`config.mk`:
```
export PLATFORM = sky130hd
export DESIGN_NAME = eeprom_byte_ctrl
export DESIGN_NICKNAME = d
export VERILOG_FILES = /design/src/rtl/eeprom_ctrl_pkg.sv /design/src/rtl/eeprom_tick_gen.sv /design/src/rtl/eeprom_csr.sv /design/src/rtl/eeprom_bus_seq.sv /design/src/rtl/eeprom_byte_ctrl.sv
export SDC_FILE = /design/constraint.sdc
export NUM_CORES = 1
export LEC_CHECK = 0
export CORE_MARGIN = 2
export CORE_UTILIZATION = 40
export CTS_CLUSTER_DIAMETER = 150
export DETAILED_ROUTE_END_ITERATION = 12
export HOLD_SLACK_MARGIN = 0.1
export PLACE_DENSITY = 0.66
export SYNTH_ARGS = -nofsm -noshare
export SYNTH_HDL_FRONTEND = slang
export SYNTH_HIERARCHICAL = 1
export SYNTH_SLANG_ARGS = --single-unit
```
`constraint.sdc`:
```
create_clock -name clk -period 4 [get_ports clk]
set_clock_uncertainty 0.05 [all_clocks]
set_input_delay 0.8 -clock clk [delete_from_list [all_inputs] [get_ports clk]]
set_output_delay 0.8 -clock clk [all_outputs]
set_load 0.03 [all_outputs]
```
`src/rtl/eeprom_ctrl_pkg.sv`:
```
package eeprom_ctrl_pkg;

    localparam int BYTE_W   = 8;
    localparam int WORD_W   = 32;
    localparam int ADDR_LSB = 8;
    localparam int DIR_BIT  = 16;
    localparam int NACK_BIT = 30;
    localparam int BUSY_BIT = 31;

    // fixed select address of the serial memory
    localparam logic [6:0] DEV_SEL = 7'b1010000;

    typedef enum logic [2:0] {
        BUS_IDLE,
        BUS_START,
        BUS_TX,
        BUS_ACK,
        BUS_RX,
        BUS_MNACK,
        BUS_STOP
    } bus_state_e;

    typedef enum logic [2:0] {
        SEG_DEVW,
        SEG_ADDR,
        SEG_DATA,
        SEG_DEVR,
        SEG_RDATA
    } seg_e;

    typedef struct packed {
        bus_state_e        st;
        seg_e              seg;
        logic [1:0]        ph;
        logic [2:0]        bitc;
        logic [BYTE_W-1:0] sh;
        logic              ack_bad;
        logic              nack;
        logic              done;
        logic              scl;
        logic              sda;
    } seq_s;

    typedef struct packed {
        logic [BYTE_W-1:0] data;
        logic [BYTE_W-1:0] addr;
        logic              rd;
        logic              busy;
        logic              nack;
    } csr_s;

endpackage

```
`src/rtl/eeprom_tick_gen.sv`:
```
module eeprom_tick_gen #(
    parameter int CLK_DIV = 336
) (
    input  logic clk,
    input  logic rst_n,
    input  logic en_i,
    output logic tick_o
);
    localparam int QTR = CLK_DIV / 4;
    localparam int CW  = (QTR > 1) ? $clog2(QTR) : 1;

    logic [CW-1:0] cnt_d, cnt_q;

    always_comb begin
        cnt_d  = cnt_q;
        tick_o = 1'b0;
        if (!en_i) begin
            cnt_d = '0;
        end else if (cnt_q == CW'(QTR - 1)) begin
            cnt_d  = '0;
            tick_o = 1'b1;
        end else begin
            cnt_d = cnt_q + CW'(1);
        end
    end

    always_ff @(posedge clk or negedge rst_n) begin
        if (!rst_n) cnt_q <= '0;
        else        cnt_q <= cnt_d;
    end
endmodule

```
`src/rtl/eeprom_csr.sv`:
```
module eeprom_csr
    import eeprom_ctrl_pkg::*;
(
    input  logic              clk,
    input  logic              rst_n,
    input  logic              wr_en_i,
    input  logic [WORD_W-1:0] wr_data_i,
    input  logic              done_i,
    input  logic              nack_i,
    input  logic [BYTE_W-1:0] rx_i,
    output logic              start_o,
    output logic              busy_o,
    output logic              rd_o,
    output logic [BYTE_W-1:0] addr_o,
    output logic [BYTE_W-1:0] data_o,
    output logic [WORD_W-1:0] rd_data_o
);
    csr_s q, d;

    logic unused_bits;
    assign unused_bits = ^wr_data_i[WORD_W-1:DIR_BIT+1];

    always_comb begin
        d       = q;
        start_o = wr_en_i && !q.busy;
        if (start_o) begin
            d.data = wr_data_i[BYTE_W-1:0];
            d.addr = wr_data_i[ADDR_LSB +: BYTE_W];
            d.rd   = wr_data_i[DIR_BIT];
            d.busy = 1'b1;
            d.nack = 1'b0;
        end else if (done_i) begin
            d.busy = 1'b0;
            d.nack = nack_i;
            if (q.rd && !nack_i) d.data = rx_i;
        end
    end

    always_ff @(posedge clk or negedge rst_n) begin
        if (!rst_n) q <= '0;
        else        q <= d;
    end

    always_comb begin
        rd_data_o                        = '0;
        rd_data_o[BYTE_W-1:0]            = q.data;
        rd_data_o[ADDR_LSB +: BYTE_W]    = q.addr;
        rd_data_o[DIR_BIT]               = q.rd;
        rd_data_o[NACK_BIT]              = q.nack;
        rd_data_o[BUSY_BIT]              = q.busy;
    end

    assign busy_o = q.busy;
    assign rd_o   = q.rd;
    assign addr_o = q.addr;
    assign data_o = q.data;
endmodule

```
`src/rtl/eeprom_bus_seq.sv`:
```
module eeprom_bus_seq
    import eeprom_ctrl_pkg::*;
(
    input  logic              clk,
    input  logic              rst_n,
    input  logic              start_i,
    input  logic              tick_i,
    input  logic              rd_i,
    input  logic [BYTE_W-1:0] addr_i,
    input  logic [BYTE_W-1:0] data_i,
    input  logic              sda_i,
    output logic              scl_o,
    output logic              sda_oe,
    output logic              done_o,
    output logic              nack_o,
    output logic [BYTE_W-1:0] rx_o
);
    seq_s q, d;

    // returns {scl, sda} for a state, quarter phase and outgoing bit
    function automatic logic [1:0] line_levels(bus_state_e st, logic [1:0] ph, logic b);
        logic mid;
        mid = (ph == 2'd1) || (ph == 2'd2);
        case (st)
            BUS_START: case (ph)
                2'd0:    line_levels = 2'b01;
                2'd1:    line_levels = 2'b11;
                2'd2:    line_levels = 2'b10;
                default: line_levels = 2'b00;
            endcase
            BUS_STOP: case (ph)
                2'd0:    line_levels = 2'b00;
                2'd1:    line_levels = 2'b10;
                default: line_levels = 2'b11;
            endcase
            BUS_TX:                   line_levels = {mid, b};
            BUS_ACK, BUS_RX, BUS_MNACK: line_levels = {mid, 1'b1};
            default:                  line_levels = 2'b11;
        endcase
    endfunction

    always_comb begin
        d      = q;
        d.done = 1'b0;
        if (q.st == BUS_IDLE) begin
            if (start_i) begin
                d.st   = BUS_START;
                d.seg  = SEG_DEVW;
                d.ph   = 2'd0;
                d.sh   = {DEV_SEL, 1'b0};
                d.nack = 1'b0;
            end
        end else if (tick_i) begin
            if (q.ph == 2'd1) begin
                if (q.st == BUS_ACK) d.ack_bad = sda_i;
                if (q.st == BUS_RX)  d.sh      = {q.sh[BYTE_W-2:0], sda_i};
            end
            if (q.ph != 2'd3) begin
                d.ph = q.ph + 2'd1;
            end else begin
                d.ph = 2'd0;
                case (q.st)
                    BUS_START: begin
                        d.st   = BUS_TX;
                        d.bitc = '0;
                    end
                    BUS_TX: begin
                        d.sh = {q.sh[BYTE_W-2:0], 1'b0};
                        if (q.bitc == 3'd7) d.st = BUS_ACK;
                        else                d.bitc = q.bitc + 3'd1;
                    end
                    BUS_ACK: begin
                        d.bitc = '0;
                        if (q.ack_bad) begin
                            d.nack = 1'b1;
                            d.st   = BUS_STOP;
                        end else begin
                            case (q.seg)
                                SEG_DEVW: begin
                                    d.seg = SEG_ADDR;
                                    d.sh  = addr_i;
                                    d.st  = BUS_TX;
                                end
                                SEG_ADDR: begin
                                    if (rd_i) begin
                                        d.seg = SEG_DEVR;
                                        d.sh  = {DEV_SEL, 1'b1};
                                        d.st  = BUS_START;
                                    end else begin
                                        d.seg = SEG_DATA;
                                        d.sh  = data_i;
                                        d.st  = BUS_TX;
                                    end
                                end
                                SEG_DEVR: begin
                                    d.seg = SEG_RDATA;
                                    d.st  = BUS_RX;
                                end
                                default: d.st = BUS_STOP;
                            endcase
                        end
                    end
                    BUS_RX: begin
                        if (q.bitc == 3'd7) d.st = BUS_MNACK;
                        else                d.bitc = q.bitc + 3'd1;
                    end
                    BUS_MNACK: d.st = BUS_STOP;
                    BUS_STOP: begin
                        d.st   = BUS_IDLE;
                        d.done = 1'b1;
                    end
                    default: d.st = BUS_IDLE;
                endcase
            end
        end
        {d.scl, d.sda} = line_levels(d.st, d.ph, d.sh[BYTE_W-1]);
    end

    always_ff @(posedge clk or negedge rst_n) begin
        if (!rst_n) begin
            q     <= '0;
            q.st  <= BUS_IDLE;
            q.seg <= SEG_DEVW;
            q.scl <= 1'b1;
            q.sda <= 1'b1;
        end else begin
            q <= d;
        end
    end

    assign scl_o  = q.scl;
    assign sda_oe = !q.sda;
    assign done_o = q.done;
    assign nack_o = q.nack;
    assign rx_o   = q.sh;
endmodule

```
`src/rtl/eeprom_byte_ctrl.sv`:
```
module eeprom_byte_ctrl
    import eeprom_ctrl_pkg::*;
#(
    parameter int CLK_DIV = 336
) (
    input  logic        clk,
    input  logic        rst_n,
    input  logic        reg_wr_en,
    input  logic [31:0] reg_wr_data,
    output logic [31:0] reg_rd_data,
    output logic        scl_o,
    output logic        sda_oe,
    input  logic        sda_i
);
    logic              cmd_start;
    logic              busy;
    logic              dir_rd;
    logic [BYTE_W-1:0] mem_addr;
    logic [BYTE_W-1:0] wr_byte;
    logic              tick;
    logic              seq_done;
    logic              seq_nack;
    logic [BYTE_W-1:0] rx_byte;

    eeprom_csr u_csr (
        .clk       (clk),
        .rst_n     (rst_n),
        .wr_en_i   (reg_wr_en),
        .wr_data_i (reg_wr_data),
        .done_i    (seq_done),
        .nack_i    (seq_nack),
        .rx_i      (rx_byte),
        .start_o   (cmd_start),
        .busy_o    (busy),
        .rd_o      (dir_rd),
        .addr_o    (mem_addr),
        .data_o    (wr_byte),
        .rd_data_o (reg_rd_data)
    );

    eeprom_tick_gen #(.CLK_DIV(CLK_DIV)) u_tick (
        .clk    (clk),
        .rst_n  (rst_n),
        .en_i   (busy),
        .tick_o (tick)
    );

    eeprom_bus_seq u_seq (
        .clk     (clk),
        .rst_n   (rst_n),
        .start_i (cmd_start),
        .tick_i  (tick),
        .rd_i    (dir_rd),
        .addr_i  (mem_addr),
        .data_i  (wr_byte),
        .sda_i   (sda_i),
        .scl_o   (scl_o),
        .sda_oe  (sda_oe),
        .done_o  (seq_done),
        .nack_o  (seq_nack),
        .rx_o    (rx_byte)
    );
endmodule

```
Word-level counts from Yosys, hierarchy flattened
Cells that the tools add are included.
- register bits: 50
- bits of input ports: 36
- output and inout port bits: 34
- word-level logic and storage cells: 116
- add/sub/neg operators: 3
- equal/unequal tests: 24
- mux-type cells: 45
- bitwise operators: 2
- reductions and logical operators: 25
- operators with widths (kind ; number):
    8-bit 2-to-1 mux ; 10
    8-bit one-hot mux with 2 select lines ; 2
    22-bit 2-to-1 mux ; 1
    3-bit equality test (second input constant) ; 7
    3-bit 2-to-1 mux ; 6
    3-bit one-hot mux with 3 select lines ; 2
    3-bit by 2-bit equality test with 1-bit output (second input constant) ; 5
    3-bit one-hot mux with 5 select lines ; 1
    7-bit 2-to-1 mux ; 2
    2-bit nonzero test ; 6
    11-bit 2-to-1 mux ; 1
    5-bit AND reduction ; 2
    3-bit by 1-bit equality test with 1-bit output (second input constant) ; 3
    1-bit 2-to-1 mux ; 9
    9-bit 2-to-1 mux ; 1
    2-bit 2-to-1 mux ; 4
    2-bit != test (second input constant) ; 4
    2-bit one-hot mux with 4 select lines ; 1
    7-bit by 1-bit adder with 7-bit output (second input constant) ; 1
    7-bit equality test (second input constant) ; 1
    3-bit logical NOT ; 2
    6-bit 2-to-1 mux ; 1
    2-bit one-hot mux with 3 select lines ; 1
    3-bit one-hot mux with 2 select lines ; 1
    18 further kinds ; 25

Depth between registers and ports, before layout
Gate-level depths: netlist of run 1.
- depth after elaboration: 12
- gate-level depth with buffers: 10
- mapped depth without buffers: 9

By module
Netlist of run 1, hierarchy kept.
- modules (own cells, without submodules) (module ; times used ; cells an instance ; area each (sq um) ; sequential area each (sq um)):
    eeprom_bus_seq ; 1 ; 192 ; 1696.6 ; 603.1
    eeprom_csr ; 1 ; 85 ; 1126.1 ; 475.5
    eeprom_tick_gen ; 1 ; 33 ; 344.1 ; 175.2

Least setup slack after synthesis of run 1
OpenSTA, ideal clock, no wires.
- path kind: input to register
- start point: input reg_wr_en
- end point: register u_seq/q[19] (netlist name)
- setup time: 0.074 ns
- arrival: 2.631 ns
- data required time: 3.876 ns
- setup slack: 1.245 ns
- cell stages on the path: 8
- buffers on the path: 2
- cells stage by stage: nor2b_2 buf_6 buf_4 or4b_4 nand2_2 o211ai_4 or4b_4 o21ai_2
- word-level cells in the longest chain between the ends: 3
- RTL lines (element ; RTL line ; source):
    from (decl) ; eeprom_byte_ctrl.sv:8 ; input logic reg_wr_en,
    1-bit logical AND ; eeprom_csr.sv:25 ; start_o = wr_en_i && !q.busy;
    via cmd_start ; eeprom_byte_ctrl.sv:15 ; logic cmd_start;
    2-bit != test (no line) ; - ;
    6-bit AND reduction (no line) ; - ;
    to (decl) ; eeprom_bus_seq.sv:18 ; seq_s q, d;
The timed path passes the listed nets, and every way through them passes these cells.
A chain may end at the register's enable or synchronous reset.

Final worst setup path of run 1
- start point: input reg_wr_en
- end point: register u_seq/q[20] (netlist name)
The elaborated chain is that of the path after synthesis.

==> results by stage, run 1 <==
CTS:
- The TritonCTS clock tree is done.
- Counting along the longest clock path gives a buffer depth of 2.
- After clock tree synthesis, the flow added hold-fix buffers numbering 0.
- Clock-pin slew was measured on the worst setup and hold paths at 0.08 ns.
- The clock sink total is 50.
- The maximum level of the CTS H-tree is 2.
- Post-CTS timing repair inserted 0 buffers for setup.
- The library cell used as clock root buffer is clkbuf_8.
- The clock reaches the later pin of the worst-skew pair after 0.31 ns.
- The clock buffer count from CTS is 5.
- Gates resized during post-CTS repair numbered 0.

STA:
- Derived from the worst setup path, the maximum achievable clock frequency is roughly 0.37 GHz.
- Measured against its own limit, the worst slew margin works out to ~30%.
- The smallest hold slack is approximately 0.44 ns.
- Setup repair after global routing left no endpoint under its margin.
- The clock period could shrink to 2.702 ns.
- The number of pins with negative max-slew slack in the final report is 0.
- The final number of hold-violating endpoints is 0.
- The sum of negative setup slack is 0 ns.
- The final setup violation count is 0.
- The slew of the pin with the lowest slew margin is 1.061 ns.
- The worst path uses about two thirds of the clock period.

Power:
- Combinational logic burns 20.9% of the power.
- The total power divided by cell area is 331.0 nW/um^2.
- Overall power consumption after layout is estimated at approximately 1.2 mW.
- IR analysis of the VDD net gives a maximum drop of roughly 0.14 mV.
- The part of the total power dissipated in the clock network is between 20% and 30%.
- The static leakage is 1.465 nW.
- Net switching is between 20 and 30% of the power.
- Summed over all nets, the switching power comes to 0.3442 mW.
- The internal power of the cells totals just over 0.8 mW.
- Of the total power, registers draw approximately 53%.

Setup path:
- The data arrival at the endpoint of the critical path is 2.89 ns.
- The startpoint-to-endpoint class of the critical path is in -> reg.
- The cell type of the slowest stage on the worst timing path is or4b_4.
- On the worst path, the slowest cell contributes a delay of around 0.55 ns.
- The cell depth of the worst flop-to-flop path is 8.
- In this run the number of cells on the critical path is 7.
- The startpoint kind of the worst setup timing path is an input port.
- The cell occurring most often along the worst timing path is or4b_4.
- Together, buffers and inverters on the worst path number 1.
- The kind of capture point of the worst setup path is a flip-flop.
- Traced cell by cell, the critical path runs through clkdlybuf4s50_1, nor2b_2, or4b_4, nand2_2, o211ai_4, or4b_4, o21ai_2.
- The gate family responsible for the most delay along the worst path is simple AND/OR/NAND/NOR gates.
- The biggest fanout along the worst timing path is 5.
- The required time of the worst setup path is roughly 4.2 ns.

Detailed routing:
- The first detailed-routing pass took 4 iterations.
- The average detailed-routed wire length per instance is ~15 um.
- The remaining antenna violation count after routing is 0.
- The routed length on met1 is about 2900 um.
- The routed design uses ~310 um of met3 wire.
- Using the TritonRoute via totals, the vias-per-cell ratio works out to between 5 and 6.
- Wire segments on met2 add up to about 3000 um in the final route.
- The total wirelength of the detailed-routed design is ~6300 um.
- The highest metal layer with signal wires is met4.
- For this run, design rule violations remaining after detail routing come to 0.
- The first-iteration detailed-routing DRC count is about 180.
- Across all layers, the routed design uses between 2000 and 2500 vias.

Run:
- The number of max-cap violations is 0.

Outcome:
- The run finished with clean final reports.

Global route:
- The pin count of the biggest net entering global routing is 49.
- The initial antenna violation count is 0.
- The aggregate global-route resource usage is ~15%.
- The first-pass GRT wire length is between 10000 and 15000 um.
- The via count of the first global-routing pass came to between 2000 and 2500.
- The residual overflow from global routing is 0.

Logic synthesis:
- The cell count after synthesis came out at 310.
- The share of synthesized flip-flops with an asynchronous set or reset is 100.0%.
- The mean cell area of the mapped netlist is 10.22 um^2.
- In the synthesized netlist the dominant register cell turns out to be dfrtp_1.
- In this run the cell area of the synthesized design comes to between 3000 and 4000 um^2.
- After synthesis, the netlist uses 63 different library cells.
- The yosys synthesis warning count is 6.
- In this run, synthesis produced a sequential element count of 50.
- The sequential-to-total area share from yosys stat is between 30% and 40%.
- The number of enable-type register cells in the synthesized netlist is 0.

Floorplan:
- The count of pins on the block boundary is 70.
- The initialized floorplan defines 32 standard-cell rows.
- The die covers 8644 um^2.
- The floorplan step set the die height to slightly above 90 um.
- The total core area is 7687 um^2.
- For this configuration, the core starts out at a cell density of 41.19%.
- The die boundary width is 92.98 um.

Finish:
- The final net count is approximately 360.
- The fraction of layout cells with a size suffix above 1 is 16.77%.
- The area taken by multi-input logic gates is between 1500 and 2000 um^2.
- The number of standard cells in the final layout excluding fillers is about 420.
- The filler cells instantiated in the layout total 742.
- The synthesis-to-finish area growth is 10.23%.
- The antenna diode count is 0.
- Across the whole layout, storage elements account for 1254 um^2.

Place:
- The count of buffers added on input and output ports is slightly above 40.
- The half-perimeter wire length after detailed placement is roughly 4500 um.
- The number of cells after detailed placement is 416.
- The final weighted congestion of routability-driven global placement is around 0.87.

Min path:
- The hold-critical path depth is 1.
- The min-delay analysis places its worst path in the category reg -> reg.
## per-stage QoR
stage | setup slack [ns] | util (%) | area, um^2
after global placement | 0.9869 | 44.22 | 3400
after CTS | 1.295 | 45.41 | 3491
after global routing | 1.195 | 45.41 | 3491
after floorplan | 1.245 | - | 3212
final | 1.298 | 45.41 | 3491
after detailed placement | 0.9783 | 44.22 | 3400
## kinds of logic after synthesis
family	after synthesis	synth area share [%]
flops	50	39.59
other cells	1	0.1184
compound gates	57	13.95
buf+inv	61	12.68
simple gates	101	17.70
fa+ha+maj	6	2.371
xor+xnor	4	1.106
mux	30	12.49
## flip-flops by register name, indices dropped and copies added, names as in the netlist
signal,count
u_seq/nack_o,1
u_seq/rx_o,8
u_csr/rd_data_o,1
u_tick/cnt_q,7
u_csr/addr_o,8
u_seq/scl_o,1
u_seq/q,13
u_seq/done_o,1
u_csr/data_o,8
u_csr/busy_o,1
u_csr/rd_o,1
## synthesized netlist by cell type, types with 5 or more instances
cell,number,share of area (%)
mux2_4,16,7.6
a221o_1,6,1.9
ha_1,6,2.4
inv_1,9,1.1
a21oi_1,13,2.1
o31ai_1,5,1.2
buf_2,6,0.95
mux2_2,12,4.3
dfrtp_1,48,38
nor3_1,5,0.79
nand2_1,21,2.5
buf_4,40,9.5
nor2b_1,7,1.4
o21ai_0,7,1.1
nor2_1,26,3.1
nand4_1,5,0.99
nand3_1,6,0.95
## layer usage
metal | GRT usage, % | vias to the layer above
met3 | 3.384 | 7
li1 | - | 1073
met1 | 20.44 | 1058
met5 | 0 | -
met2 | 25.72 | 54
met4 | 3.676 | 0
## power groups by stage
stage / logic [mW] / clock network, mW / registers [mW]
after floorplan: 0.193 / 0 / 0.607
after global placement: 0.240 / 0 / 0.617
final: 0.242 / 0.304 / 0.610
after CTS: 0.245 / 0.319 / 0.610
after global routing: 0.264 / 0.340 / 0.618
after detailed placement: 0.245 / 0 / 0.619
## worst paths after layout
kind	startpoint	endpoint	slack, ns
min in group asynchronous	rst_n	u_csr/addr_o[2]	0.63
max	reg_wr_en	u_seq/q[20]	1.30
max reg2reg	u_tick/cnt_q[0]	u_seq/scl_o	1.43
min	u_tick/cnt_q[0]	u_tick/cnt_q[0]	0.44
min reg2reg	u_tick/cnt_q[0]	u_tick/cnt_q[0]	0.44
max in group asynchronous	rst_n	u_seq/q[13]	2.62
## cells in the final DEF, fill, tap and decap left out, drive strengths merged, types with 5 or more instances in the layout
cell type / netlist / routed
inv: 9 / 9
dfrtp: 48 / 48
mux2: 28 / 28
nand3: 6 / 6
clkbuf: 3 / 7
a21oi: 14 / 14
o31ai: 5 / 5
nand2: 22 / 22
nor2: 26 / 26
o21ai: 11 / 11
nor3: 5 / 5
a221o: 6 / 6
clkdlybuf4s50: 0 / 40
nor2b: 8 / 8
nand4: 5 / 5
conb: 1 / 13
ha: 6 / 6
## layout make-up
class	count	share of cell area [%]
flip-flops and latches	50	35.91
clock buffers	7	2.473
repair buffers	44	12.26
clock inverters	1	0.1434
well taps	102	3.656
inverters	9	0.9677
multi-input cells	211	44.59
(Power assumes the default switching activity.)
==> inputs of run 2 (changes only) <==
Settings changed: PLACE_DENSITY 0.66 to 0.68.
Clock period 4 ns to 2.3 ns, I/O delays scaled along.
==> results by stage, run 2 (same netlist as run 1, synthesis figures left out) <==
Floorplan:
- The number of core rows is 32 (unchanged).
- The die boundary width came to 92.98 um (unchanged).
- The die area is 8644 um^2 (unchanged).
- The overall die height is 92.98 um (unchanged).
- The effective utilization at floorplan was 41.19% (unchanged).
- The total core area is 7687 um^2 (unchanged).
- The count of pins on the block boundary is 70 (unchanged).

Global route:
- The first-pass GRT wire length is 11650 um (was 10640 um).
- The via count of the first global-routing pass is 2441 (was 2178).
- The pin count of the biggest net entering global routing is 31 (was 49).
- The initial antenna violation count was 0 (unchanged).
- The residual overflow from global routing is 0 (unchanged).
- The aggregate global-route resource usage is 16.76% (was 15.40%).

Finish:
- The final net count came to 400 (was 363).
- The most common library cell in the layout ignoring fill and taps is dfrtp_1 (unchanged).
- The number of standard cells in the final layout excluding fillers came to 461 (was 424).
- The flip-flop count of the largest register after layout is 13 (unchanged).
- The final instance area is 3884 um^2 (was 3491 um^2).
- The fraction of layout cells with a size suffix above 1 is 28.97% (was 16.77%).
- The antenna diode count is 0 (unchanged).
- The synthesis-to-finish area growth is 22.64% (was 10.23%).
- The area taken by multi-input logic gates is 1654 um^2 (was 1556 um^2).
- Most frequent cells in the layout: 47 x dfrtp_1, 39 x clkdlybuf4s50_1, 37 x buf_4 (was 48 x dfrtp_1, 40 x clkdlybuf4s50_1, 26 x nor2_1).
- The number of filler cells placed in the layout is 709 (was 742).
- The register ranked first by flip-flop count is u_seq/q (unchanged).
- The area taken by flip-flops and latches is 1255 um^2 (was 1254 um^2).

STA:
- The number of pins with negative max-slew slack in the final report is 0 (unchanged).
- The routed design could run at a clock period as short as ~2.2 ns.
- The achievable frequency is 0.4461 GHz.
- The final number of hold-violating endpoints is 0 (unchanged).
- The worst-case headroom to the max-slew limit was 61.94% (was 29.28%).
- After layout, the worst path uses between 90% and 100% of the clock period.
- The slew of the pin with the lowest slew margin is 0.5649 ns (was 1.061 ns).
- The sum of negative setup slack is 0 ns (unchanged).
- Unrepaired setup endpoints after global routing: true (was false).
- The worst setup slack after layout came to 0.05834 ns (was 1.298 ns).
- The final setup violation count was 0 (unchanged).

Min path:
- The worst min-delay path category is in -> reg (was reg -> reg).
- The hold-critical path depth is 3 (was 1).

Detailed routing:
- The total wirelength of the detailed-routed design came to 6878 um (was 6281 um).
- The remaining antenna violation count after routing is 0 (unchanged).
- The first-pass detailed-route iteration total is 5 (was 4).
- The average detailed-routed wire length per instance is 14.92 um (was 14.81 um).
- The first-iteration detailed-routing DRC count came to 90 (was 182).
- The number of vias after detailed routing is 2444 (was 2192).
- The per-cell via count in the routed design is 5.302 (was 5.170).
- The post-route DRC violation count came to 0 (unchanged).

Place:
- The final weighted congestion of routability-driven global placement is 0.8634 (was 0.8697).
- The number of cells after detailed placement came to 447 (was 416).
- The post-placement worst setup slack is -0.3174 ns (was 0.9783 ns).
- The total of buffers placed on input and output ports was 41 (unchanged).
- The post-place instance area is 3674 um^2 (was 3400 um^2).
- The half-perimeter wire length after detailed placement is 5168 um (was 4547 um).

CTS:
- The TritonCTS clock tree is done (unchanged).
- The post-CTS clock slew at the launch and capture registers of the worst setup and hold paths is 0.10 ns (was 0.08 ns).
- The clock sink total is 50 (unchanged).
- The library cell used as clock root buffer is clkbuf_8 (unchanged).
- The maximum level of the CTS H-tree was 2 (unchanged).
- The clock buffer count from CTS is 5 (unchanged).
- The maximum count of clock buffers along a single path is 2 (unchanged).
- The clock latency on the worst-skew pair is 0.31 ns (about the same).

Power:
- The total power after layout is 2.123 mW (was 1.156 mW).
- The highest ir drop seen on vdd is 0.4456 mV (was 0.1448 mV).
- The total power divided by cell area is 546.6 nW/um^2 (was 331.0 nW/um^2).
- The static leakage is 1.689 nW (was 1.465 nW).

Setup path:
- The data arrival at the endpoint of the critical path is 2.42 ns (was 2.89 ns).
- The kind of capture point of the worst setup path is a flip-flop (unchanged).
- The startpoint kind of the worst setup timing path is a flip-flop (was input port).
- The cell depth of the worst flop-to-flop path is 9 (was 8).
- The required time of the worst setup path is 2.47 ns (was 4.19 ns).
- The biggest fanout along the worst timing path is 4 (was 5).
- The startpoint-to-endpoint class of the critical path is reg -> reg (was in -> reg).

Outcome:
- Outcome: completed (unchanged).

Run:
- The number of max-cap violations is 0 (unchanged).
## run 2: cell count changes in the layout (fill, tap and decap cells not counted), moves of 2 or more
cell / change
or4b_4: +2
and3_1: -2
buf_4: +34
and3_4: +2
nand2_4: +2
or4b_1: -2
## run 2: path summary, 6_finish.rpt
kind / start / endpoint / slack, ns
setup / recovery: u_tick/cnt_q[0] / u_seq/q[0] / 0.06
hold / removal: reg_wr_en / u_csr/busy_o / 0.42
setup reg to reg: u_tick/cnt_q[0] / u_seq/q[0] / 0.06
hold reg to reg: u_seq/q[15] / u_seq/q[15] / 0.45
max in group asynchronous: rst_n / u_seq/q[0] / 0.99
min in group asynchronous: rst_n / u_tick/cnt_q[2] / 0.60
## run 2: critical path, stage by stage, from the launching register on
cell and delay (ns):
dfrtp_1 0.40, ha_4 0.16, nand4bb_4 0.12, nor3_2 0.12
buf_4 0.16, nand2_4 0.06, or4b_4 0.55, and3_4 0.19
and3_4 0.17, a31oi_1 0.17
## run 2: layer usage
layer / wire length, um / global-route usage (%)
met1: 3102 / 21.19
met2: 3401 / 29.41
met5: 0 / 0
met4: 82 / 4.167
met3: 292 / 3.304
## run 2: cell type report
class | count | share of cell area [%]
clock buffer | 6 | 1.869
clock inverter | 2 | 0.3544
inverter | 9 | 0.8698
multi-input combinational | 211 | 42.59
sequential | 50 | 32.31
tap | 102 | 3.286
timing repair buffer | 81 | 18.72
## run 2: through the flow
stage	hold WS (ns)	utilization [%]
4_1_cts	0.4544	49.85
3_5_place_dp	0.4111	47.79
2_1_floorplan	0.1144	-
5_1_grt	0.4748	50.52
3_3_place_gp	0.4107	47.79
6_report	0.4159	50.52
## run 2: timing repair
item	CTS	global route
resized for setup	7	10
setup buffers	3	2
pin swaps	3	0
hold endpoints to repair	19	0
hold buffers	1	0
setup endpoints to repair	5	4
## run 2: report_power, final
part / switching [mW] / total [mW] / leakage (nW) / internal, mW
logic: 0.270 / 0.567 / 1.01 / 0.297
clock network: 0.296 / 0.511 / 0.0452 / 0.215
registers: 0.0801 / 1.04 / 0.632 / 0.965
